==> config.mk <==
export PLATFORM = sky130hd
export DESIGN_NAME = rp_alert_ctrl
export DESIGN_NICKNAME = d
export VERILOG_FILES = /design/src/rtl/rp_alert_pkg.sv /design/src/rtl/rp_ctrl_reg.sv /design/src/rtl/rp_serr_gen.sv /design/src/rtl/rp_pme_track.sv /design/src/rtl/rp_alert_ctrl.sv
export SDC_FILE = /design/constraint.sdc
export NUM_CORES = 1
export LEC_CHECK = 0
export CAP_MARGIN = 20
export CELL_PAD_IN_SITES_DETAIL_PLACEMENT = 2
export CELL_PAD_IN_SITES_GLOBAL_PLACEMENT = 2
export CORE_UTILIZATION = 27
export DETAILED_ROUTE_END_ITERATION = 7
export DONT_BUFFER_PORTS = 1
export PLACE_DENSITY_LB_ADDON = 0.1
export SLEW_MARGIN = 15
export SYNTH_ARGS = -nofsm -noshare
export SYNTH_HDL_FRONTEND = slang
export SYNTH_SLANG_ARGS = --single-unit
==> constraint.sdc <==
create_clock -name clk -period 2.55 [get_ports clk]
set_input_delay 0.51 -clock clk [delete_from_list [all_inputs] [get_ports clk]]
set_output_delay 0.51 -clock clk [all_outputs]
set_load 0.005 [all_outputs]
==> src/rtl/rp_alert_pkg.sv <==
package rp_alert_pkg;

    localparam int unsigned NUM_CLASS  = 3;
    localparam int unsigned PME_IE_BIT = NUM_CLASS;

    typedef enum int unsigned {
        CLS_CORR     = 0,
        CLS_NONFATAL = 1,
        CLS_FATAL    = 2
    } err_class_e;

    typedef struct packed {
        logic                 pme_ie;
        logic [NUM_CLASS-1:0] cls_en;
    } ctrl_fields_t;

    localparam int unsigned CTRL_FIELD_W = $bits(ctrl_fields_t);

endpackage

==> src/rtl/rp_ctrl_reg.sv <==
module rp_ctrl_reg
    import rp_alert_pkg::*;
#(
    parameter int unsigned ADDR_W      = 12,
    parameter int unsigned DATA_W      = 16,
    parameter logic [ADDR_W-1:0] OFFSET = 'hBC
) (
    input  logic              clk,
    input  logic              rst_n,
    input  logic              wr_en,
    input  logic [ADDR_W-1:0] addr,
    input  logic [DATA_W-1:0] wdata,
    output logic [DATA_W-1:0] rdata,
    output ctrl_fields_t      fields
);

    localparam int unsigned PAD_W = DATA_W - CTRL_FIELD_W;

    typedef struct packed {
        ctrl_fields_t ctrl;
    } reg_state_t;

    reg_state_t st_d, st_q;
    logic       hit;

    assign hit = (addr == OFFSET);

    always_comb begin
        st_d = st_q;
        if (wr_en && hit) begin
            st_d.ctrl = ctrl_fields_t'(wdata[CTRL_FIELD_W-1:0]);
        end
    end

    always_ff @(posedge clk or negedge rst_n) begin
        if (!rst_n) begin
            st_q <= '0;
        end else begin
            st_q <= st_d;
        end
    end

    // Reserved upper bits are never stored, so they always read zero.
    assign rdata  = hit ? {{PAD_W{1'b0}}, st_q.ctrl} : '0;
    assign fields = st_q.ctrl;

endmodule

==> src/rtl/rp_serr_gen.sv <==
module rp_serr_gen
    import rp_alert_pkg::*;
(
    input  logic                 clk,
    input  logic                 rst_n,
    input  logic [NUM_CLASS-1:0] err_dev,
    input  logic [NUM_CLASS-1:0] err_self,
    input  logic [NUM_CLASS-1:0] cls_en,
    input  logic                 cmd_serr_en,
    output logic                 serr
);

    typedef struct packed {
        logic serr;
    } serr_state_t;

    serr_state_t          st_d, st_q;
    logic [NUM_CLASS-1:0] cls_hit;

    // One qualifier per error class: the class enable overrides the generic enable.
    for (genvar c = 0; c < NUM_CLASS; c++) begin : g_class
        logic seen;
        assign seen       = err_dev[c] | err_self[c];
        assign cls_hit[c] = seen & (cls_en[c] | cmd_serr_en);
    end

    always_comb begin
        st_d      = st_q;
        st_d.serr = |cls_hit;
    end

    always_ff @(posedge clk or negedge rst_n) begin
        if (!rst_n) begin
            st_q <= '0;
        end else begin
            st_q <= st_d;
        end
    end

    assign serr = st_q.serr;

endmodule

==> src/rtl/rp_pme_track.sv <==
module rp_pme_track (
    input  logic clk,
    input  logic rst_n,
    input  logic msg,
    input  logic clr,
    input  logic irq_en,
    output logic status,
    output logic irq
);

    typedef struct packed {
        logic status;
    } pme_state_t;

    pme_state_t st_d, st_q;

    always_comb begin
        st_d = st_q;
        if (msg) begin
            st_d.status = 1'b1;
        end else if (clr) begin
            st_d.status = 1'b0;
        end
    end

    always_ff @(posedge clk or negedge rst_n) begin
        if (!rst_n) begin
            st_q <= '0;
        end else begin
            st_q <= st_d;
        end
    end

    assign status = st_q.status;
    // Level output: enabling with status already set raises it immediately.
    assign irq    = st_q.status & irq_en;

endmodule

==> src/rtl/rp_alert_ctrl.sv <==
module rp_alert_ctrl
    import rp_alert_pkg::*;
#(
    parameter int unsigned ADDR_W      = 12,
    parameter int unsigned DATA_W      = 16,
    parameter logic [ADDR_W-1:0] CTRL_OFFSET = 'hBC
) (
    input  logic              clk,
    input  logic              rst_n,
    input  logic              cfg_wr_en,
    input  logic [ADDR_W-1:0] cfg_addr,
    input  logic [DATA_W-1:0] cfg_wdata,
    output logic [DATA_W-1:0] cfg_rdata,
    input  logic              cmd_serr_en,
    input  logic [2:0]        err_dev,
    input  logic [2:0]        err_self,
    input  logic              pme_msg,
    input  logic              sts_wr_en,
    input  logic              sts_pme_w1c,
    output logic              serr_pulse,
    output logic              pme_status,
    output logic              pme_irq
);

    ctrl_fields_t               fields;
    logic [CTRL_FIELD_W-1:0]    ctrl_bits;
    logic                       pme_clr;

    assign ctrl_bits = fields;
    assign pme_clr   = sts_wr_en & sts_pme_w1c;

    rp_ctrl_reg #(
        .ADDR_W (ADDR_W),
        .DATA_W (DATA_W),
        .OFFSET (CTRL_OFFSET)
    ) u_reg (
        .clk    (clk),
        .rst_n  (rst_n),
        .wr_en  (cfg_wr_en),
        .addr   (cfg_addr),
        .wdata  (cfg_wdata),
        .rdata  (cfg_rdata),
        .fields (fields)
    );

    rp_serr_gen u_serr (
        .clk         (clk),
        .rst_n       (rst_n),
        .err_dev     (err_dev),
        .err_self    (err_self),
        .cls_en      (fields.cls_en),
        .cmd_serr_en (cmd_serr_en),
        .serr        (serr_pulse)
    );

    rp_pme_track u_pme (
        .clk    (clk),
        .rst_n  (rst_n),
        .msg    (pme_msg),
        .clr    (pme_clr),
        .irq_en (fields.pme_ie),
        .status (pme_status),
        .irq    (pme_irq)
    );

endmodule

* After elaboration in Yosys (flattened, before gate mapping)
Cells that the tools add are included.
Widths: inputs -> output; s select.
** Word-level totals
- Word-level logic and storage cells :: 22
- Input port bits :: 41
- Output and inout bits :: 19
- Register bits after elaboration :: 6
** Cells by class
- Equality and inequality tests :: 1
- Reductions and logical operators :: 3
- Bitwise logic cells :: 11
- Multiplexer cells :: 3
** Operator list (count)
- $eq 12x8->1 const B :: 1
- $or 1x1->1 :: 6
- $and 1x1->1 :: 5
- $mux 4 :: 1
- $reduce_or 3->1 :: 1
- $mux 1 :: 2
- $reduce_bool 2->1 :: 1
- $logic_and 1x1->1 :: 1

* Longest topological paths before layout
Gate-level depths: netlist of run 1.
- Word-level depth :: 3
- Mapped depth :: 3
- Depth with buffers taken out :: 3

* Hierarchy
A second synthesis of run 1 with hierarchy kept.
** Second synthesis, totals
- Cells, all modules :: 40
- Area total of the unflattened synthesis :: 430.4 µm²
** By module, submodules not included
- rp_ctrl_reg :: instances 1, cells an instance 30, seq. area each 100.1 µm², area each 332.8 µm²
- rp_serr_gen :: instances 1, cells an instance 5, seq. area each 25.0 µm², area each 48.8 µm²
- rp_pme_track :: instances 1, cells an instance 4, seq. area each 25.0 µm², area each 42.5 µm²
- rp_alert_ctrl :: instances 1, cells an instance 1, seq. area each 0.0 µm², area each 6.3 µm²

* Worst setup path after synthesis of run 1
Ideal clock, no wire load.
- Path type :: input to output
- Start :: input port cfg_addr[6]
- End :: output port cfg_rdata[0]
- Arrival :: 1.134 ns
- Stages :: 3
- Slack :: 0.906 ns
- Data required time :: 2.040 ns
- Path buffers :: 0
- Path through :: nor4b_4 -> and3_2 -> and2_1
** Between the ends
- Cells in the longest elaborated chain, start to end :: 2
** RTL lines
- start, declared :: RTL line rp_alert_ctrl.sv:11 : input logic [ADDR_W-1:0] cfg_addr,
- $eq 12x8->1 :: RTL line rp_ctrl_reg.sv:26 : assign hit = (addr == OFFSET);
- $mux 4 :: RTL line rp_ctrl_reg.sv:44 : assign rdata = hit ? {{PAD_W{1'b0}}, st_q.ctrl} : '0;
- end, declared :: RTL line rp_alert_ctrl.sv:13 : output logic [DATA_W-1:0] cfg_rdata,
No other way between the ends.

* Worst setup path in the final report of run 1
- Start :: input port cfg_addr[6]
- End :: output port cfg_rdata[2]
Same word-level chain as after synthesis.

==> run_results.csv, run 1 <==
group,metric,value,unit
outcome,status,"finished clean",
layout,proportion_of_layout_cells_with_a_drive_suffix_above_1,21.43,%
setup_path,cpPeakStageDelay,0.28,ns
timing,skew,0.005079,ns
layout,nets,85,
timing,setup-violations-final,0,
clock_network,tritoncts.num_buffers,3,
setup_path,crit_path_start,"cfg_addr[6]",
synthesis,syn-mean-instance-area,10.88,sq um
layout,antenna-diode-count,0,
clock_network,clockRootBuffer,"sky130_fd_sc_hd__clkbuf_4",
place,place.gp.congestion,0.6453,
setup_path,critical_path.reg2reg.startpoint,"u_reg.fields[2]",
place,numPortBuffers,0,
clock_network,post-cts-setup-buffers,0,
global_routing,number_of_global_route_vias_before_repair,260,
clock_network,clock_insertion_delay_worst_skew,0.24,ns
die,floorplan.die_area,0.001733,sq mm
die,rows,13,
timing,setup_total_negative_slack,0,ns
routing,number_of_remaining_drc_errors,0,
setup_path,worstPathCellList,"nor4b_4 > and3_2 > and2_1",
timing,rsz_0062_raised_after_global_routing,"false",
routing,detailedRoute.firstPassIterationCount,1,
timing,final.min_clock_period,1.693,ns
routing,detailedRoute.firstIterationViolations,0,
timing,hold_violations,0,
synthesis,synthesis.yosys.warnings,0,
clock_network,cts-htree-levels,1,
clock_network,cts.sinks,6,
synthesis,yosysSeqAreaShare,35.40,%
layout,layout.cells.non_filler,57,
routing,wl,845,um
setup_path,highest_net_fanout_along_the_worst_path,4,
clock_network,cts_tree,"built",
die,core_area,0.001383,sq mm
synthesis,netlist_instances,39,
die,design.portCount,60,
die,floorplan.initialDensity,30.68,%
setup_path,critical_path_class,"input port to primary output",
clock_network,cts-hold-fix-buffers,1,
global_routing,gr-total-overflow,0,
synthesis,largest_cells_by_area_after_synthesis,"sky130_fd_sc_hd__dfrtp_1 35%, sky130_fd_sc_hd__buf_4 21%, sky130_fd_sc_hd__mux2_1 8.0%, sky130_fd_sc_hd__and2_1 7.4%, sky130_fd_sc_hd__and4bb_2 5.9%",
hold_path,min-delay-start,"pme_msg",
synthesis,synth_top_cell_by_area,"sky130_fd_sc_hd__dfrtp_1",
setup_path,critPathArrivalTime,1.18,ns
die,floorplan.die.height,41.64,um
setup_path,critical-path-slowest-cell,"sky130_fd_sc_hd__nor4b_4",
clock_network,total_of_cells_resized_after_clock_tree_synthesis,0,
job,drv.max_cap_violation_count,0,
timing,final.period_utilization,66.38,%
setup_path,critical_path_source_type,"input port",
power_and_ir_drop,worst_voltage_drop_across_the_vdd_grid,0.1280,mV
clock_network,register_clock_pin_slew_on_the_reported_worst_setup_and_hold_paths,0.04,ns
timing,timing.fmax,590.8,MHz
global_routing,maximum_number_of_pins_on_one_net_before_global_route_repair,7,
clock_network,ctsLongestPathBuffers,2,
layout,postLayoutCoreUtil,30.86,%
timing,slew_viol_final,0,
global_routing,globalRouteTotalUtil,9.494,%
power_and_ir_drop,powerDensity,466.2,mW/mm^2
power_and_ir_drop,p_leak,0.2204,nW
setup_path,timing.critical_path.required,2.04,ns
global_routing,antenna_found_initial,0,
synthesis,ys_seq_elements,6,
place,placed_cells_incl_taps,53,
routing,routed_wire_length_per_instance,14.82,um
die,die-width,41.64,um
synthesis,synth_top_area_share,35.40,%
setup_path,critPathCaptureType,"primary output",
hold_path,hold_path_class,"input port to flip-flop",
layout,area_growth_syn_to_layout,0.5899,%
routing,ant_nets,0,
routing,overall_via_count_from_detail_route,282,
place,detailed_place_hpwl,775.8,um
synthesis,synthesis.area,424.2,sq um
synthesis,synthDistinctLibCells,14,
global_routing,grt_first_pass_wirelength,1173,um
routing,detail_route.vias_per_cell,4.947,
routing by layer:
metal | routed length, um | GRT usage [%]
met5 | 0 | 0
met4 | 11 | 9.032
met3 | 96 | 3.913
met2 | 474 | 16.25
met1 | 262 | 8.086
synthesized netlist by cell type (all sizes together):
| library cell | n |
|---|---|
| mux2 | 4 |
| o22ai | 3 |
| buf | 12 |
| a21o | 1 |
| nor4b | 1 |
| and2 | 5 |
| nand3 | 1 |
| dfrtp | 6 |
| conb | 1 |
| nand2 | 1 |
| and4bb | 2 |
| and3 | 1 |
| nand4 | 1 |
state kept, by name (all words and copies together) (netlist names):
register      cells
u_pme.status      1
u_reg.fields      4
u_serr.serr       1
metrics by stage:
step           setup slack, ns  power [mW]  hold WS, ns  instance area (sq um)
2_1_floorplan           0.9056      0.1255       0.2144                  465.4
3_3_place_gp            0.8773      0.1131       0.2146                  394.1
3_5_place_dp            0.8539      0.1134       0.2146                  394.1
5_1_grt                 0.8114      0.2097       0.3449                  426.7
4_1_cts                 0.8539      0.2035       0.3513                  426.7
6_report                0.8574      0.1989       0.3607                  426.7
cell usage in the layout, fill, tap and decap left out:
cell type                        n
sky130_fd_sc_hd__conb_1         12
sky130_fd_sc_hd__dfrtp_1         6
sky130_fd_sc_hd__and2_1          5
sky130_fd_sc_hd__o22ai_1         3
sky130_fd_sc_hd__mux2_1          3
sky130_fd_sc_hd__clkbuf_4        3
sky130_fd_sc_hd__and4bb_2        2
sky130_fd_sc_hd__nor4b_4         1
sky130_fd_sc_hd__and3_2          1
sky130_fd_sc_hd__nand3_1         1
sky130_fd_sc_hd__nand4_2         1
sky130_fd_sc_hd__nand2_1         1
sky130_fd_sc_hd__a21o_1          1
sky130_fd_sc_hd__mux2_2          1
sky130_fd_sc_hd__dlygate4sd3_1   1
logic make-up after synthesis:
family	after synthesis	share of synthesized area, %
compound gates	4	6.196
buf+inv	12	21.24
flops	6	35.40
mux	4	10.62
other cells	1	0.8841
simple gates	12	25.66
worst paths after layout:
path / end / slack, ns / cells past startpoint
max in group asynchronous: u_reg.fields[1] / 1.77 / 1
worst min-delay path: u_pme.status / 0.36 / 1
worst max-delay path: cfg_rdata[2] / 0.86 / 3
worst min register to register: u_pme.status / 0.52 / 1
min in group asynchronous: u_reg.fields[3] / 0.57 / 1
worst max register to register: u_reg.fields[2] / 1.74 / 1
layout make-up:
| type | instances | area, sq um |
|---|---|---|
| Timing Repair Buffer | 1 | 10.01 |
| Clock buffer | 3 | 22.52 |
| Fill cell | 168 | 955.9 |
| Sequential cell | 6 | 150.1 |
| Tap cell | 15 | 18.77 |
| Multi-Input combinational cell | 32 | 225.2 |
worst max-delay path: cells and delay by family:
kind	cells	cell delay [ns]
AND/OR/NAND/NOR	3	0.67
power by group:
group          total, mW  internal (mW)  leakage (nW)  switching (mW)
clock             0.0838         0.0530        0.0138          0.0308
combinational     0.0153        0.00681         0.130         0.00846
sequential        0.0999         0.0981        0.0761         0.00173
total              0.199          0.158         0.220          0.0410
Power figures use the tool's default switching activity.
==> run 2: changes to the inputs <==
CORE_UTILIZATION = 23   (was 27)
clock period = 1.41 ns   (was 2.55 ns; I/O delays follow)
==> run 2 against run 1 <==
Net effect: non-clock buffer count stayed put; sequential share of layout area is 1.0 points lower; die area is 17% higher; combinational power is 82% higher; routed wire length is 17% higher.
==> run_results.csv, run 2 (synthesized netlist as in run 1, its figures left out) <==
group,metric,value,unit
timing,slew_viol_final,0,
timing,skew,0.0005650,ns
clock_network,cts-htree-levels,1,
setup_path,worst-r2r-setup-slack,0.58,ns
clock_network,post-cts-setup-buffers,0,
setup_path,critical_path.reg2reg.startpoint,"u_reg.fields[2]",
layout,antenna-diode-count,0,
job,drv.max_cap_violation_count,0,
die,die-width,44.95,um
power_and_ir_drop,worst_voltage_drop_across_the_vdd_grid,0.2904,mV
clock_network,tritoncts.num_buffers,3,
global_routing,grt_first_pass_wirelength,1304,um
setup_path,critical_path_source_type,"input port",
power_and_ir_drop,p_leak,0.2204,nW
power_and_ir_drop,clkPwrFrac,42.7,%
die,floorplan.die.height,44.95,um
global_routing,number_of_global_route_vias_before_repair,275,
layout,area_growth_syn_to_layout,3.540,%
setup_path,worstReg2RegEnd,"u_reg.fields[2]",
place,worst_setup_slack_after_placement,0.1239,ns
power_and_ir_drop,power.switching_fraction,21.37,%
power_and_ir_drop,power.sequential.fraction,49.7,%
hold_path,hold-path-endpoint,"u_pme.status",
hold_path,min-delay-start,"pme_msg",
timing,final.period_utilization,87.98,%
layout,flip_flop_count_of_the_largest_register_all_copies_and_words_added,4,
timing,setup_total_negative_slack,0,ns
setup_path,critical_path_class,"input port to primary output",
global_routing,antenna_found_initial,0,
routing,ant_nets,0,
die,floorplan.die_area,0.002020,sq mm
global_routing,maximum_number_of_pins_on_one_net_before_global_route_repair,7,
layout,most-common-layout-cells,"12 x sky130_fd_sc_hd__conb_1, 6 x sky130_fd_sc_hd__dfrtp_1, 5 x sky130_fd_sc_hd__and2_1",
timing,final.min_clock_period,1.241,ns
routing,detail_route.vias_per_cell,4.149,
power_and_ir_drop,pwr-share-comb,7.7,%
setup_path,critPathCaptureType,"primary output",
outcome,status,"finished clean",
place,numPortBuffers,0,
setup_path,worstPathCellList,"nor4b_4 > and3_2 > and2_1",
die,rows,15,
setup_path,critPathArrivalTime,0.96,ns
clock_network,cts_tree,"built",
clock_network,cts-hold-fix-buffers,1,
timing,worst_slack,0.1694,ns
place,detailed_place_hpwl,865.6,um
place,placed_cells_incl_taps,63,
hold_path,whs_path_depth,1,
setup_path,critical-path-slowest-cell,"sky130_fd_sc_hd__nor4b_4",
layout,nets,85,
layout,layout.cells.non_filler,67,
layout,final_area,439.2,sq um
routing,overall_via_count_from_detail_route,278,
global_routing,globalRouteTotalUtil,9.766,%
setup_path,reg2reg_depth,1,
global_routing,gr-total-overflow,0,
timing,setup-violations-final,0,
timing,rsz_0062_raised_after_global_routing,"false",
power_and_ir_drop,powerDensity,827.5,mW/mm^2
setup_path,worst_path_dominant_cell_family,"simple AND/OR/NAND/NOR gates",
routing,detailedRoute.firstPassIterationCount,5,
layout,commonest_non_fill_non_tap_cell_in_the_layout,"sky130_fd_sc_hd__conb_1",
routing,detailedRoute.firstIterationViolations,6,
place,place.gp.congestion,0.6118,
clock_network,total_of_cells_resized_after_clock_tree_synthesis,0,
routing,wl,986,um
hold_path,hold_path_class,"input port to flip-flop",
setup_path,worst-path-buf-inv,0,
routing,routed_wire_length_per_instance,14.72,um
setup_path,cpPeakStageDelay,0.28,ns
die,design.portCount,60,
die,floorplan.initialDensity,24.57,%
clock_network,clock_insertion_delay_worst_skew,0.24,ns
die,core_area,0.001727,sq mm
power_and_ir_drop,total_switching_power,0.07766,mW
timing,timing.fmax,806.1,MHz
power_and_ir_drop,internal_dissipation,0.2857,mW
setup_path,highest_net_fanout_along_the_worst_path,4,
power_and_ir_drop,final_power,0.3634,mW
layout,proportion_of_layout_cells_with_a_drive_suffix_above_1,21.43,%
timing,hold_violations,0,
setup_path,timing.critical_path.required,1.13,ns
routing,number_of_remaining_drc_errors,0,
clock_network,ctsLongestPathBuffers,2,
place,placed_area,406.6,sq um
clock_network,clockRootBuffer,"sky130_fd_sc_hd__clkbuf_4",
clock_network,cts.sinks,6,
clock_network,register_clock_pin_slew_on_the_reported_worst_setup_and_hold_paths,0.04,ns
layout,nFillCells,208,
-- run 2: routing by layer --
layer  GRT usage [%]  up-vias  wire length, um
met5               0        -                0
met4           3.636        0                0
met3           4.000        0              110
met2           16.81       30              518
met1           10.67      127              356
li1                -      121                -
-- run 2: worst max path at each step --
| stage | start | end | slack [ns] | cells after the start |
|---|---|---|---|---|
| after floorplan | cfg_addr[6] | cfg_rdata[0] | 0.22 | 3 |
| final | cfg_addr[6] | cfg_rdata[2] | 0.17 | 3 |
| after CTS | cfg_addr[6] | cfg_rdata[2] | 0.15 | 3 |
| after global routing | cfg_addr[6] | cfg_rdata[0] | 0.12 | 3 |
| after detailed placement | cfg_addr[6] | u_reg.fields[2] | 0.12 | 3 |
| after global placement | cfg_addr[6] | cfg_rdata[2] | 0.16 | 3 |
-- run 2: stage by stage --
stage / hold WS (ns) / util, %
after CTS: 0.1358 / 25.43
after global placement: -0.01346 / 23.55
final: 0.1378 / 25.43
after floorplan: -0.01359 / -
after detailed placement: -0.01344 / 23.55
after global routing: 0.1362 / 25.43
-- run 2: area by class of cell --
cell class	count	area [sq um]	share of cell area (%)
sequential	6	150.1	34.19
multi-input combinational	32	225.2	51.28
timing repair buffer	1	10.01	2.279
clock buffer	3	22.52	5.128
tap	25	31.28	7.123
-- run 2: power groups by stage --
stage	Combinational, mW	Clock (mW)	Sequential [mW]
2_1_floorplan	0.0446	0	0.182
3_3_place_gp	0.0215	0	0.183
3_5_place_dp	0.0219	0	0.183
4_1_cts	0.0273	0.162	0.181
5_1_grt	0.0321	0.171	0.181
6_report	0.0279	0.155	0.181
